File: config.mk
export PLATFORM = sky130hd
export DESIGN_NAME = dlseq_top
export DESIGN_NICKNAME = d
export VERILOG_FILES = /design/src/rtl/dlseq_pkg.sv /design/src/rtl/dlseq_decode.sv /design/src/rtl/dlseq_beamcmp.sv /design/src/rtl/dlseq_top.sv
export SDC_FILE = /design/constraint.sdc
export NUM_CORES = 1
export LEC_CHECK = 0
export ABC_AREA = 0
export BUFFER_PORTS_ARGS = -buffer_cell sky130_fd_sc_hd__buf_2
export CAP_MARGIN = 20
export CORE_MARGIN = 8
export CORE_UTILIZATION = 50
export DETAILED_ROUTE_END_ITERATION = 6
export PLACE_DENSITY = 0.7
export SYNTH_ARGS = -nofsm -noshare
export SYNTH_HDL_FRONTEND = slang
export SYNTH_SLANG_ARGS = --single-unit
File: constraint.sdc
create_clock -name clk -period 7.1 [get_ports clk]
set_clock_uncertainty 0.2 [all_clocks]
set_input_delay 0.71 -clock clk [delete_from_list [all_inputs] [get_ports clk]]
set_output_delay 0.71 -clock clk [all_outputs]
set_load 0.05 [all_outputs]
File: src/rtl/dlseq_pkg.sv
package dlseq_pkg;
    localparam int LINE_W = 9;
    localparam int CYC_W  = 6;

    typedef enum logic [2:0] {
        ST_IDLE,
        ST_OPC,
        ST_ARG,
        ST_BEAM,
        ST_BADL,
        ST_HALT
    } seq_state_e;

    typedef enum logic [3:0] {
        K_NOP, K_WAIT, K_WVID, K_WINT, K_BRA, K_DLYH, K_DLYV, K_MSKH,
        K_MSKV, K_SETA, K_SETB, K_DECA, K_DECB, K_IRQ, K_BAD, K_SKIP
    } op_kind_e;
endpackage

File: src/rtl/dlseq_decode.sv
module dlseq_decode
    import dlseq_pkg::*;
(
    input  logic [7:0] opc_i,
    output op_kind_e   kind_o,
    output logic       two_o
);
    always_comb begin
        if (!opc_i[7])                 kind_o = K_WAIT;
        else if (opc_i[7:6] == 2'b11)  kind_o = K_WVID;
        else if (opc_i[7:5] == 3'b100) kind_o = K_WINT;
        else begin
            case (opc_i)
                8'hA0:        kind_o = K_DECA;
                8'hA1:        kind_o = K_DECB;
                8'hA2:        kind_o = K_IRQ;
                8'hA3:        kind_o = K_BRA;
                8'hA4:        kind_o = K_BAD;
                8'hA6:        kind_o = K_SKIP;
                8'hB0:        kind_o = K_DLYH;
                8'hB2:        kind_o = K_SETA;
                8'hB3:        kind_o = K_SETB;
                8'hB4:        kind_o = K_MSKH;
                8'hB8, 8'hB9: kind_o = K_DLYV;
                8'hBC, 8'hBD: kind_o = K_MSKV;
                default:      kind_o = K_NOP;
            endcase
        end
    end

    always_comb begin
        case (kind_o)
            K_WAIT, K_WVID, K_WINT, K_BRA, K_DLYH,
            K_DLYV, K_MSKH, K_MSKV, K_SETA, K_SETB: two_o = 1'b1;
            default:                                two_o = 1'b0;
        endcase
    end
endmodule

File: src/rtl/dlseq_beamcmp.sv
module dlseq_beamcmp
    import dlseq_pkg::*;
(
    input  logic [LINE_W-1:0] line_i,
    input  logic [CYC_W-1:0]  cyc_i,
    input  logic [LINE_W-1:0] mask_l_i,
    input  logic [CYC_W-1:0]  mask_c_i,
    input  logic [LINE_W-1:0] dly_l_i,
    input  logic [CYC_W-1:0]  dly_c_i,
    input  logic [LINE_W-1:0] tgt_l_i,
    input  logic [CYC_W-1:0]  tgt_c_i,
    output logic              reached_o
);
    logic [LINE_W:0] pos_l;
    logic [CYC_W:0]  pos_c;

    always_comb begin
        pos_l     = {1'b0, line_i & mask_l_i} + {1'b0, dly_l_i};
        pos_c     = {1'b0, cyc_i & mask_c_i} + {1'b0, dly_c_i};
        reached_o = (pos_l > {1'b0, tgt_l_i}) ||
                    ((pos_l == {1'b0, tgt_l_i}) && (pos_c >= {1'b0, tgt_c_i}));
    end
endmodule

File: src/rtl/dlseq_top.sv
module dlseq_top
    import dlseq_pkg::*;
#(
    parameter int ADDR_W = 16
) (
    input  logic              clk,
    input  logic              rst_n,
    input  logic              run_i,
    input  logic [ADDR_W-1:0] start_addr_i,
    input  logic [8:0]        beam_line_i,
    input  logic [5:0]        beam_cyc_i,
    input  logic              badline_i,
    output logic [ADDR_W-1:0] mem_addr_o,
    input  logic [7:0]        mem_data_i,
    output logic              reg_wr_o,
    output logic [6:0]        reg_addr_o,
    output logic [7:0]        reg_data_o,
    output logic              irq_o,
    output logic              halted_o,
    output logic [7:0]        cnt_a_o,
    output logic [7:0]        cnt_b_o
);
    localparam int SEXT_W = ADDR_W - 8;

    seq_state_e        st_q, st_d;
    logic [ADDR_W-1:0] pc_q;
    logic [7:0]        op_q;
    logic              skip_arm_q, skip_next_q;
    logic [LINE_W-1:0] mask_l_q, dly_l_q, tgt_l_q;
    logic [CYC_W-1:0]  mask_c_q, dly_c_q, tgt_c_q;
    logic [7:0]        cnt_a_q, cnt_b_q;

    logic [7:0]        dec_byte;
    op_kind_e          kind;
    logic              two;
    logic [LINE_W-1:0] wait_l, cmp_l;
    logic [CYC_W-1:0]  wait_c, cmp_c;
    logic              is_end, reached;
    logic [ADDR_W-1:0] br_off;

    assign dec_byte = (st_q == ST_OPC) ? mem_data_i : op_q;
    assign wait_l   = {op_q[0], mem_data_i};
    assign wait_c   = op_q[6:1];
    assign is_end   = (wait_l == '1) && (wait_c == '1);
    assign cmp_l    = (st_q == ST_ARG) ? wait_l : tgt_l_q;
    assign cmp_c    = (st_q == ST_ARG) ? wait_c : tgt_c_q;
    assign br_off   = {{SEXT_W{mem_data_i[7]}}, mem_data_i};

    dlseq_decode u_dec (
        .opc_i  (dec_byte),
        .kind_o (kind),
        .two_o  (two)
    );

    dlseq_beamcmp u_cmp (
        .line_i    (beam_line_i),
        .cyc_i     (beam_cyc_i),
        .mask_l_i  (mask_l_q),
        .mask_c_i  (mask_c_q),
        .dly_l_i   (dly_l_q),
        .dly_c_i   (dly_c_q),
        .tgt_l_i   (cmp_l),
        .tgt_c_i   (cmp_c),
        .reached_o (reached)
    );

    // next state
    always_comb begin
        st_d = st_q;
        if (!run_i) begin
            st_d = ST_IDLE;
        end else begin
            unique case (st_q)
                ST_IDLE: st_d = ST_OPC;
                ST_OPC: begin
                    if (!skip_next_q) begin
                        if (kind == K_BAD) st_d = ST_BADL;
                        else if (two)      st_d = ST_ARG;
                    end
                end
                ST_ARG: begin
                    if (kind == K_WAIT && is_end)                         st_d = ST_HALT;
                    else if (kind == K_WAIT && !skip_arm_q && !reached)   st_d = ST_BEAM;
                    else                                                  st_d = ST_OPC;
                end
                ST_BEAM: if (reached)   st_d = ST_OPC;
                ST_BADL: if (badline_i) st_d = ST_OPC;
                ST_HALT: st_d = ST_HALT;
                default: st_d = ST_IDLE;
            endcase
        end
    end

    // state register
    always_ff @(posedge clk or negedge rst_n) begin
        if (!rst_n) st_q <= ST_IDLE;
        else        st_q <= st_d;
    end

    // datapath
    always_ff @(posedge clk or negedge rst_n) begin
        if (!rst_n) begin
            pc_q        <= '0;
            op_q        <= '0;
            skip_arm_q  <= 1'b0;
            skip_next_q <= 1'b0;
            mask_l_q    <= '1;
            mask_c_q    <= '1;
            dly_l_q     <= '0;
            dly_c_q     <= '0;
            tgt_l_q     <= '0;
            tgt_c_q     <= '0;
            cnt_a_q     <= '0;
            cnt_b_q     <= '0;
        end else if (run_i) begin
            unique case (st_q)
                ST_IDLE: begin
                    pc_q        <= start_addr_i;
                    skip_arm_q  <= 1'b0;
                    skip_next_q <= 1'b0;
                    mask_l_q    <= '1;
                    mask_c_q    <= '1;
                    dly_l_q     <= '0;
                    dly_c_q     <= '0;
                    cnt_a_q     <= '0;
                    cnt_b_q     <= '0;
                end
                ST_OPC: begin
                    if (skip_next_q) begin
                        skip_next_q <= 1'b0;
                        pc_q        <= pc_q + ADDR_W'(two ? 2 : 1);
                    end else begin
                        pc_q <= pc_q + ADDR_W'(1);
                        op_q <= mem_data_i;
                        case (kind)
                            K_DECA:  cnt_a_q    <= cnt_a_q - 8'd1;
                            K_DECB:  cnt_b_q    <= cnt_b_q - 8'd1;
                            K_SKIP:  skip_arm_q <= 1'b1;
                            default: ;
                        endcase
                    end
                end
                ST_ARG: begin
                    pc_q <= pc_q + ADDR_W'(1);
                    case (kind)
                        K_WAIT: begin
                            if (!is_end) begin
                                if (skip_arm_q) begin
                                    skip_arm_q  <= 1'b0;
                                    skip_next_q <= reached;
                                end else if (!reached) begin
                                    tgt_l_q <= wait_l;
                                    tgt_c_q <= wait_c;
                                end
                            end
                        end
                        K_BRA:  pc_q     <= pc_q + ADDR_W'(1) + br_off;
                        K_DLYH: begin
                            dly_c_q <= mem_data_i[5:0];
                            dly_l_q <= {7'd0, mem_data_i[7:6]};
                        end
                        K_DLYV: dly_l_q  <= wait_l;
                        K_MSKH: mask_c_q <= mem_data_i[5:0];
                        K_MSKV: mask_l_q <= wait_l;
                        K_SETA: cnt_a_q  <= mem_data_i;
                        K_SETB: cnt_b_q  <= mem_data_i;
                        default: ;
                    endcase
                end
                default: ;
            endcase
        end
    end

    // registered outputs
    always_ff @(posedge clk or negedge rst_n) begin
        if (!rst_n) begin
            reg_wr_o   <= 1'b0;
            reg_addr_o <= '0;
            reg_data_o <= '0;
            irq_o      <= 1'b0;
        end else begin
            reg_wr_o <= run_i && (st_q == ST_ARG) && (kind == K_WVID || kind == K_WINT);
            irq_o    <= run_i && (st_q == ST_OPC) && !skip_next_q && (kind == K_IRQ);
            if (run_i && (st_q == ST_ARG) && (kind == K_WVID || kind == K_WINT)) begin
                reg_addr_o <= (kind == K_WVID) ? {1'b0, op_q[5:0]} : {3'b100, op_q[3:0]};
                reg_data_o <= mem_data_i;
            end
        end
    end

    assign mem_addr_o = pc_q;
    assign halted_o   = (st_q == ST_HALT);
    assign cnt_a_o    = cnt_a_q;
    assign cnt_b_o    = cnt_b_q;
endmodule

== Yosys cells after proc, flatten, opt, wreduce, memory -nomap -nowiden ==
Memories as Yosys holds them, arrays and structs flattened.
Cells that the tools add are included.

* Latch bits: 0
* Memories kept: 1
* ROM bits: 16
* Bits in writable memories: 0
* Register bits: 107

{| class="wikitable"
|+ Memory list
! name !! words !! width !! read ports !! clocked after Yosys merged registers in !! write ports !! RTL line !! text
|-
| (no name shown) || 16 || 1 || 1 || 0 || 0 || dlseq_decode.sv:32 || <nowiki>case (kind_o)</nowiki>
|}

* Magnitude comparators: 2
* Div/mod/pow operators: 0
* Eq/ne operators: 56
* Multiplexer cells: 46
* $add $sub $neg: 7
* Bitwise operators: 6
* Reduce and logical (&&, ||, !) cells: 34
* $mul: 0
* Shift operators: 0

{| class="wikitable"
|+ Operators with widths
! operator !! count
|-
| equality test 8 bit (second input constant) || 14
|-
| 2-to-1 mux 8 bit || 7
|-
| one-hot mux 9 bit (2 select lines) || 3
|-
| one-hot mux 16 bit (3 select lines) || 1
|-
| one-hot mux 4 bit (12 select lines) || 1
|-
| one-hot mux 8 bit (3 select lines) || 2
|-
| equality test 4 bit (second input constant) || 8
|-
| 2-to-1 mux 16 bit || 2
|-
| one-hot mux 6 bit (2 select lines) || 2
|-
| 2-to-1 mux 3 bit || 7
|-
| 2-to-1 mux 6 bit || 3
|-
| 2-to-1 mux 9 bit || 2
|-
| one-hot mux 3 bit (6 select lines) || 1
|-
| adder 16 x 1 -> 16 bit (second input constant) || 1
|-
| adder 16 bit || 1
|-
| adder 16 x 2 -> 16 bit || 1
|-
| equality test 4 x 3 -> 1 bit (second input constant) || 4
|-
| inequality test 2 x 1 -> 1 bit (second input constant) || 8
|-
| subtractor 8 x 1 -> 8 bit (second input constant) || 2
|-
| AND reduction 3 bit || 5
|-
| AND reduction 5 bit || 3
|-
| 2-to-1 mux 4 bit || 3
|-
| AND reduction 6 bit || 2
|-
| adder 9 x 9 -> 10 bit || 1
|-
| 33 further kinds || 67
|}

== Longest topological paths before layout ==
Gate-level depths: netlist of run 1.

* Depth in word-level cells: 15
* Mapped depth: 23
* Gate-level depth less buffers: 19

== By module ==
From an unflattened synthesis of run 1, not the netlist that was laid out.

* Cells, all modules: 941
* Area total of the unflattened synthesis: 8060.2 um2

{| class="wikitable"
|+ Modules (own cells, without submodules)
! module !! cells each !! instances !! area each (um2)
|-
| dlseq_top || 764 || 1 || 6779.0
|-
| dlseq_beamcmp || 137 || 1 || 1033.5
|-
| dlseq_decode || 40 || 1 || 247.7
|}

== Worst setup path before layout of run 1 ==
No wires, ideal clock.

* Path type: input to register
* Start point: input port beam_line_i[0]
* End point: register tgt_c_q[2]
* Stages: 20
* Required time: 6775 ps
* Path buffers: 1
* Path slack: 2348 ps
* Library setup time: 125 ps
* Arrival time: 4427 ps
* Cell sequence: and2_1 ha_1 fa_1 a21o_1 a21oi_1 o21bai_1 a21oi_1 o21bai_1 a21oi_1 xnor2_1 ha_1 and4_1 a221oi_1 o21ai_0 a21oi_1 a21oi_1 nor3_1 nand4_1 buf_2 mux2_2

* Word-level cells in the longest chain between the ends: 7
* Elaborated cells on any way between the ends: 8
* Those cells by class: add/sub (1); order compare (1); eq/ne (1); bitwise (2); reduce/logical (3)

{| class="wikitable"
|+ Ends and longest elaborated chain
! element !! RTL line !! text
|-
| from (decl) || dlseq_top.sv:10 || <nowiki>input logic [8:0] beam_line_i,</nowiki>
|-
| AND 9 bit * || dlseq_beamcmp.sv:18 || <nowiki>pos_l = {1'b0, line_i & mask_l_i} + {1'b0, dly_l_i};</nowiki>
|-
| adder 9 x 9 -> 10 bit * || dlseq_beamcmp.sv:18 ||
|-
| parallel branches: the longest is 2 deep, another holds greater-than comparator 10 x 9 -> 1 bit || -- ||
|-
| logical OR 1 bit * || dlseq_beamcmp.sv:20 || <nowiki>reached_o = (pos_l > {1'b0, tgt_l_i}) ||</nowiki>
|-
| NOT 1 bit (no source line) * || -- ||
|-
| AND reduction 6 bit (no source line) * || -- ||
|-
| to (signal assigned) || dlseq_top.sv:153 || <nowiki>tgt_c_q <= wait_c;</nowiki>
|-
| to (decl) || dlseq_top.sv:30 || <nowiki>logic [CYC_W-1:0] mask_c_q, dly_c_q, tgt_c_q;</nowiki>
|}

Mark *: on every way between the ends.
A chain may end at the register's enable or synchronous reset.

== Worst setup path after layout of run 1 ==
* Start point: register st_q[0]
* End point: register pc_q[14] (netlist: mem_addr_o[14])

* Word-level cells in the longest chain between the ends: 13
* Elaborated cells on any way between the ends: 35
* Those cells by class: add/sub (1); eq/ne (19); mux (9); reduce/logical (5); memory (1)

{| class="wikitable"
|+ Ends and longest elaborated chain
! element !! RTL line !! text
|-
| from (decl) || dlseq_top.sv:25 || <nowiki>seq_state_e st_q, st_d;</nowiki>
|-
| from (signal assigned) || dlseq_top.sv:97 || <nowiki>else st_q <= st_d;</nowiki>
|-
| equality test 3 x 1 -> 1 bit || dlseq_top.sv:41, dlseq_top.sv:116 ||
|-
| 2-to-1 mux 8 bit || dlseq_top.sv:41 || <nowiki>assign dec_byte = (st_q == ST_OPC) ? mem_data_i : op_q;</nowiki>
|-
| equality test 8 bit || dlseq_decode.sv:13 || <nowiki>case (opc_i)</nowiki>
|-
| OR reduction 2 bit || dlseq_decode.sv:13 ||
|-
| one-hot mux 4 bit (12 select lines) || dlseq_decode.sv:13 ||
|-
| 2-to-1 mux 4 bit || dlseq_decode.sv:11 || <nowiki>else if (opc_i[7:5] == 3'b100) kind_o = K_WINT;</nowiki>
|-
| 2-to-1 mux 4 bit || dlseq_decode.sv:10 || <nowiki>else if (opc_i[7:6] == 2'b11) kind_o = K_WVID;</nowiki>
|-
| 2-to-1 mux 4 bit || dlseq_decode.sv:9 || <nowiki>if (!opc_i[7]) kind_o = K_WAIT;</nowiki>
|-
| memory read (16 x 1 bit) || -- ||
|-
| 2-to-1 mux 2 bit || dlseq_top.sv:131 || <nowiki>pc_q <= pc_q + ADDR_W'(two ? 2 : 1);</nowiki>
|-
| adder 16 x 2 -> 16 bit || dlseq_top.sv:131 ||
|-
| 2-to-1 mux 16 bit || dlseq_top.sv:129 || <nowiki>if (skip_next_q) begin</nowiki>
|-
| one-hot mux 16 bit (3 select lines) || dlseq_top.sv:116 || <nowiki>unique case (st_q)</nowiki>
|-
| to (signal assigned) || dlseq_top.sv:118 || <nowiki>pc_q <= start_addr_i;</nowiki>
|-
| to (signal assigned) || dlseq_top.sv:131 ||
|-
| to (signal assigned) || dlseq_top.sv:133 || <nowiki>pc_q <= pc_q + ADDR_W'(1);</nowiki>
|-
| to (decl) || dlseq_top.sv:26 || <nowiki>logic [ADDR_W-1:0] pc_q;</nowiki>
|}

Several ways; a longest one is shown, not always the timed one.

==> results of run 1 <==
sequential cells by signal, indices dropped and copies added (netlist names):
name	flops
op_q	8
dly_l_q	9
reg_addr_o	7
mem_addr_o	16
tgt_c_q	6
cnt_b_o	8
st_q	3
skip_next_q	1
dly_c_q	6
skip_arm_q	1
reg_wr_o	1
mask_c_q	6
irq_o	1
mask_l_q	9
cnt_a_o	8
reg_data_o	8
tgt_l_q	9
area by class of cell:
class	instances	area, um2	share of cell area (%)
clock buffer	11	252.7	2.824
multi-input combinational	729	5040	56.31
tap	216	270.3	3.020
sequential	107	2696	30.13
clock inverter	5	36.28	0.4054
inverter	33	123.9	1.384
timing repair buffer	101	530.5	5.928
layer usage:
| metal | up-vias | part of all wire, % | GRT usage [%] |
|---|---|---|---|
| met5 | - | 0 | 0 |
| met1 | 3577 | 44 | 31.69 |
| li1 | 3503 | - | - |
| met4 | 0 | 2.0 | 6.752 |
| met3 | 38 | 7.9 | 4.380 |
| met2 | 329 | 46 | 37.22 |
cells by family after synthesis:
group	count (synthesis)	share of synthesized area, %
AOI/OAI and AO/OA	284	22.72
xor gates and xnor gates	41	4.423
adders and majority gates	54	8.692
buffers and inverters	96	4.777
DFF	107	33.21
muxes	58	7.906
and+or+nand+nor	292	18.28
worst min-delay path by stage:
stage	start	to	slack, ns	cells past startpoint
after detailed placement	mask_l_q[7]$_DFFE_PN1P_	mask_l_q[7]$_DFFE_PN1P_	0.27	2
final	rst_n	mem_addr_o[9]$_DFFE_PN0P_	0.12	1
after floorplan	rst_n	cnt_a_o[0]$_DFFE_PN0P_	0.21	0
after global routing	rst_n	mem_addr_o[9]$_DFFE_PN0P_	0.17	1
after global placement	mask_l_q[7]$_DFFE_PN1P_	mask_l_q[7]$_DFFE_PN1P_	0.26	2
after CTS	rst_n	mem_addr_o[9]$_DFFE_PN0P_	0.15	1
per-stage QoR:
step | instance area, um2 | std cells | setup slack (ns)
after floorplan | 8119 | 932 | 2.348
after global placement | 8646 | 1184 | 1.592
after detailed placement | 8653 | 1185 | 1.428
after CTS | 8942 | 1201 | 1.737
after global routing | 8950 | 1202 | 1.249
final | 8950 | 1202 | 1.689
layout by cell type, fill, tap and decap left out, types with 14 or more instances in the layout:
master	Yosys	routed
a21o_1	14	14
a21oi_1	71	71
a31oi_1	17	17
and2_1	27	27
buf_2	4	91
dfrtp_1	92	92
dfstp_2	15	15
ha_1	50	50
inv_1	33	33
mux2_2	41	41
mux2i_1	15	15
nand2_1	81	81
nand3_1	24	24
nor2_1	62	62
nor3_1	22	21
o21ai_0	74	74
xnor2_1	24	24
xor2_1	17	17
critical path, stage by stage, from the launching register on:
cell,delay [ns]
dfrtp_1,0.57
or3b_2,0.72
buf_4,0.34
and3_1,0.18
o21ai_1,0.27
nand2_1,0.08
or4_1,0.43
o21a_1,0.22
inv_1,0.11
ha_1,0.18
inv_1,0.05
fa_1,0.39
nor2b_1,0.54
nand3_1,0.14
a21oi_1,0.19
xnor2_1,0.09
o211ai_1,0.25
and4b_1,0.23
nor3_1,0.16
power breakdown:
group          internal [W]  switching [W]  leakage (nW)  total (W)
logic              0.000977        0.00173          2.61    0.00270
registers          0.000897       0.000343          1.34    0.00124
clock network      0.000259       0.000245         0.139   0.000504
==> results.yml, run 1 <==
setup_path:
  crit_arrival_ns: 5.50
  worstPathRequired_ns: 7.19
  reg2regPathDepth: 18
  worstSetupEndpointType: "flop"
  crit_start: "st_q[0]$_DFFE_PN0P_"
  reg2reg_from: "st_q[0]$_DFFE_PN0P_"
  reg2reg_slack_ns: 1.69
  crit_fanout: 30
  crit_path_end: "mem_addr_o[14]$_DFFE_PN0P_"
  start_kind: "flop"
  worstSetupPathType: "flop to flop"
  r2r_end: "mem_addr_o[14]$_DFFE_PN0P_"
synth:
  syn_area_per_cell_um2: 8.711
  synth_cells: 932
  ys_seq_area_share_pct: 33.21
  async_flop_share_pct: 100.0
  synthFlopType: "dfrtp_1"
  netlist_top_cells_count: "dfrtp_1, nand2_1, o21ai_0"
  ys_ff_latch: 107
  netlist_top_cells_area: "dfrtp_1, ha_1, mux2_2"
  yosysMostFrequentCell: "dfrtp_1"
  synth_area_um2: 8119
  syn_nets: 1029
  ys_warn_count: 0
  synth_top_area_share_pct: 28.36
  synth_edf_count: 0
  yosysUniqueCellTypes: 77
  synth_top_area_cell: "dfrtp_1"
clocking:
  clock_latency_ns: 0.36
  clk_path_buf_depth: 2
  cts_setup_buffers: 0
  cts_tree: "built"
  cts_resized: 0
  htreeDepth: 3
  clk_pin_slew_ns: 0.08
  postCtsHoldBufs: 0
  cts_num_sinks: 107
  numCtsBuffers: 9
  clock-root-buffer: "clkbuf_16"
routing:
  vias_per_cell: 6.196
  dr.first_iter.drc_count: 651
  drt-total-wl_um: 23580
  drc_errors: 0
  ant_nets: 0
  post_drt_wl_per_cell_um: 19.61
  dr_total_vias: 7447
  drtPass1Iterations: 5
final_layout:
  syn_to_final_growth_pct: 10.23
  nets: 1078
  diodes: 0
  layout-drive-gt1-share_pct: 19.88
  finish.utilization_pct: 56.34
  nFillCells: 1496
sta:
  hold_viol: 0
  min_period_over_period_pct: 76.21
  maxSlewViolCount: 0
  rsz0062_at_grt: "false"
  worst_hold_slack_ns: 0.1225
  max_clock_freq_mhz: 184.8
  final.setup.tns_ns: 0
  slew_headroom_pct: 36.51
  min_period_ns: 5.411
  setup_viol: 0
  worst_pin_slew_ns: 0.9523
die:
  initial_utilization_pct: 51.11
  die_w_um: 143.4
  core_um2: 15890
  rows: 46
  die_area_um2: 20570
  fp.dieH_um: 143.4
  ios: 93
global_route:
  overflow: 0
  grtUsageTotal_pct: 23.38
  grt_pass1_vias: 7197
  grt_first_pass_wirelength_um: 38210
  grt_max_degree: 65
  grt_antenna_before_repair: 0
placed_design:
  dp_hpwl_um: 16660
  io_buffers: 92
  place.gp.congestion: 0.9139
power:
  p_per_area_nw_per_um2: 496.9
  p_leak_nw: 4.087
  p_total_w: 0.004447
  peakVddDrop_v: 0.0002486
outcome:
  status: "completed"
worst_hold_path:
  worstHoldPathType: "input port to async pin"
run:
  drv_cap: 0
Power figures use the tool's default switching activity.
==> run 2: changes to the inputs <==
--- a/config.mk
+++ b/config.mk
@@ -5,13 +5,13 @@
 export SDC_FILE = /design/constraint.sdc
 export NUM_CORES = 1
 export LEC_CHECK = 0
-export ABC_AREA = 0
+export ABC_AREA = 1
 export BUFFER_PORTS_ARGS = -buffer_cell sky130_fd_sc_hd__buf_2
 export CAP_MARGIN = 20
 export CORE_MARGIN = 8
 export CORE_UTILIZATION = 50
 export DETAILED_ROUTE_END_ITERATION = 6
-export PLACE_DENSITY = 0.7
+export PLACE_DENSITY = 0.73
 export SYNTH_ARGS = -nofsm -noshare
 export SYNTH_HDL_FRONTEND = slang
 export SYNTH_SLANG_ARGS = --single-unit
==> constraint.sdc (replaced) <==
create_clock -name clk -period 4.7 [get_ports clk]
set_clock_uncertainty 0.2 [all_clocks]
set_input_delay 0.47 -clock clk [delete_from_list [all_inputs] [get_ports clk]]
set_output_delay 0.47 -clock clk [all_outputs]
set_load 0.05 [all_outputs]
==> run 2 against run 1 <==
Against the previous run: combinational power increased by 66%; synthesized cell count is 22% higher; register-to-register slack worse by 1.3 ns; critical path depth is 8 higher; hold slack worse by 0.11 ns; design area increased by 3.4%; clock power rose by 50%; wire length is 5.7% higher; sequential cell count stayed put; via count up 6.8%; worst setup slack worse by 1.3 ns; final cell count is 21% higher; critical endpoint unchanged.
==> results.yml, run 2 <==
worst_hold_path:
  worstHoldPathType: "input port to async pin"
clocking:
  numCtsBuffers: 9
  clock_latency_ns: 0.36
  cts_num_sinks: 107
  cts_tree: "built"
  clk_path_buf_depth: 2
  clk_pin_slew_ns: 0.08
  clock-root-buffer: "clkbuf_16"
  htreeDepth: 3
routing:
  drt-total-wl_um: 24920
  vias_per_cell: 5.481
  post_drt_wl_per_cell_um: 17.17
  drtPass1Iterations: 5
  dr_total_vias: 7953
  dr.first_iter.drc_count: 651
  drc_errors: 0
  ant_nets: 0
final_layout:
  nFillCells: 1646
  final_cell_mix: "nand2_1, inv_1, nor2_1"
  stdcell_count: 1451
  syn_to_final_growth_pct: 12.59
  finish.utilization_pct: 56.62
  nets: 1323
  diodes: 0
  largest_register_ffs: 16
  layout-drive-gt1-share_pct: 16.00
  final_common_cell: "nand2_1"
synth:
  synth_cells: 1134
  synthFlopType: "dfrtp_1"
  synth_area_um2: 8222
  syn_area_per_cell_um2: 7.250
  synth_top_area_share_pct: 28.00
  ys_warn_count: 0
  async_flop_share_pct: 100.0
  ys_seq_area_share_pct: 32.80
  synth_edf_count: 0
  ys_ff_latch: 107
  synth_top_area_cell: "dfrtp_1"
  yosysUniqueCellTypes: 53
  syn_nets: 1231
  netlist_top_cells_count: "nand2_1, inv_1, nor2_1"
  yosysMostFrequentCell: "nand2_1"
  netlist_top_cells_area: "dfrtp_1, nand2_1, ha_1"
placed_design:
  dp_hpwl_um: 19260
  place_inst: 1434
  dpl_worst_slack_ns: 0.2737
  place.gp.congestion: 0.9557
  io_buffers: 92
power:
  p_comb_share_pct: 64.4
  clkPwrFrac_pct: 10.9
  p_per_area_nw_per_um2: 752.6
  peakVddDrop_v: 0.0004568
  p_total_w: 0.006966
  p_leak_nw: 4.832
  swShare_pct: 54.89
  p_seq_share_pct: 24.7
  net-switching-power_w: 0.003824
  p_int_w: 0.003143
sta:
  hold_viol: 0
  min_period_ns: 4.269
  setup_viol: 0
  final.setup.tns_ns: 0
  worst_pin_slew_ns: 0.8862
  rsz0062_at_grt: "false"
  maxSlewViolCount: 0
  min_period_over_period_pct: 90.84
  max_clock_freq_mhz: 234.2
  slew_headroom_pct: 40.92
  fin_ws_ns: 0.4307
die:
  die_w_um: 144.2
  initial_utilization_pct: 50.29
  ios: 93
  die_area_um2: 20800
  fp.dieH_um: 144.2
  rows: 47
  core_um2: 16350
setup_path:
  cp_common_cell: "nand3_1"
  start_kind: "flop"
  slowest_delay_ns: 0.47
  reg2reg_slack_ns: 0.43
  cpMaxStageDelayCell: "dfrtp_1"
  reg2reg_from: "st_q[1]$_DFFE_PN0P_"
  path_delay_family: "simple AND/OR/NAND/NOR gates"
  crit_fanout: 11
  worstPathRequired_ns: 4.79
  r2r_end: "mem_addr_o[14]$_DFFE_PN0P_"
  crit_arrival_ns: 4.36
  reg2regPathDepth: 26
  cp_num_buf_inv: 5
  worstSetupEndpointType: "flop"
  worstSetupPathType: "flop to flop"
global_route:
  grtUsageTotal_pct: 24.37
  grt_first_pass_wirelength_um: 39070
  grt_pass1_vias: 7479
  grt_max_degree: 71
  grt_antenna_before_repair: 0
  overflow: 0
run:
  drv_cap: 0
outcome:
  status: "completed"
## run 2: power groups by stage
| stage | registers, W | clock network [W] | logic, W |
|---|---|---|---|
| finish | 0.00172 | 0.000757 | 0.00449 |
| global route | 0.00177 | 0.000792 | 0.00500 |
| CTS | 0.00170 | 0.000766 | 0.00445 |
| detailed placement | 0.00172 | 0 | 0.00443 |
| global placement | 0.00171 | 0 | 0.00437 |
| floorplan | 0.00220 | 0 | 0.00285 |
## run 2: metrics by stage
step / hold slack (ns) / cell area, um2
3_3_place_gp: 0.2610 / 8937
2_1_floorplan: -0.02559 / 8222
5_1_grt: 0.09750 / 9256
3_5_place_dp: 0.2678 / 8937
4_1_cts: 0.04647 / 9225
6_report: 0.009334 / 9256
## run 2: cells by family after synthesis
logic type	after synthesis	share of synthesized area [%]
mux	5	0.6848
compound gates	242	17.33
flops	107	32.80
buf+inv	184	9.177
simple gates	494	26.31
fa+ha+maj	54	8.583
xor+xnor	48	5.113
## run 2: per-layer routing
metal,global-route usage (%),up-vias,part of all wire [%]
met4,11.06,0,3.5
li1,-,3949,-
met1,29.77,3680,42
met3,3.136,59,5.7
met2,42.08,265,49
met5,0,-,0
## run 2: repair_timing
action,4_1_cts,5_1_grt
gates resized for setup,0,6
hold buffers,0,0
buffers inserted,0,0
setup endpoints to repair,0,1
## run 2: cell type report
| class | instances | area [um2] | area share, % |
|---|---|---|---|
| sequential | 107 | 2698 | 29.14 |
| tap | 220 | 275.3 | 2.974 |
| timing repair buffer | 113 | 620.6 | 6.705 |
| inverter | 151 | 571.8 | 6.177 |
| clock inverter | 5 | 35.03 | 0.3785 |
| clock buffer | 11 | 252.7 | 2.730 |
| multi-input combinational | 844 | 4803 | 51.89 |
## run 2: how the worst max path moves through the flow
stage / from / endpoint / slack [ns] / cells past startpoint
2_1_floorplan: st_q[2]$_DFFE_PN0P_ / mem_addr_o[14]$_DFFE_PN0P_ / 1.04 / 25
3_3_place_gp: st_q[2]$_DFFE_PN0P_ / mem_addr_o[14]$_DFFE_PN0P_ / 0.38 / 22
3_5_place_dp: st_q[2]$_DFFE_PN0P_ / mem_addr_o[14]$_DFFE_PN0P_ / 0.27 / 22
4_1_cts: st_q[2]$_DFFE_PN0P_ / mem_addr_o[14]$_DFFE_PN0P_ / 0.27 / 22
5_1_grt: st_q[1]$_DFFE_PN0P_ / mem_addr_o[14]$_DFFE_PN0P_ / 0.05 / 26
6_report: st_q[1]$_DFFE_PN0P_ / mem_addr_o[14]$_DFFE_PN0P_ / 0.43 / 26
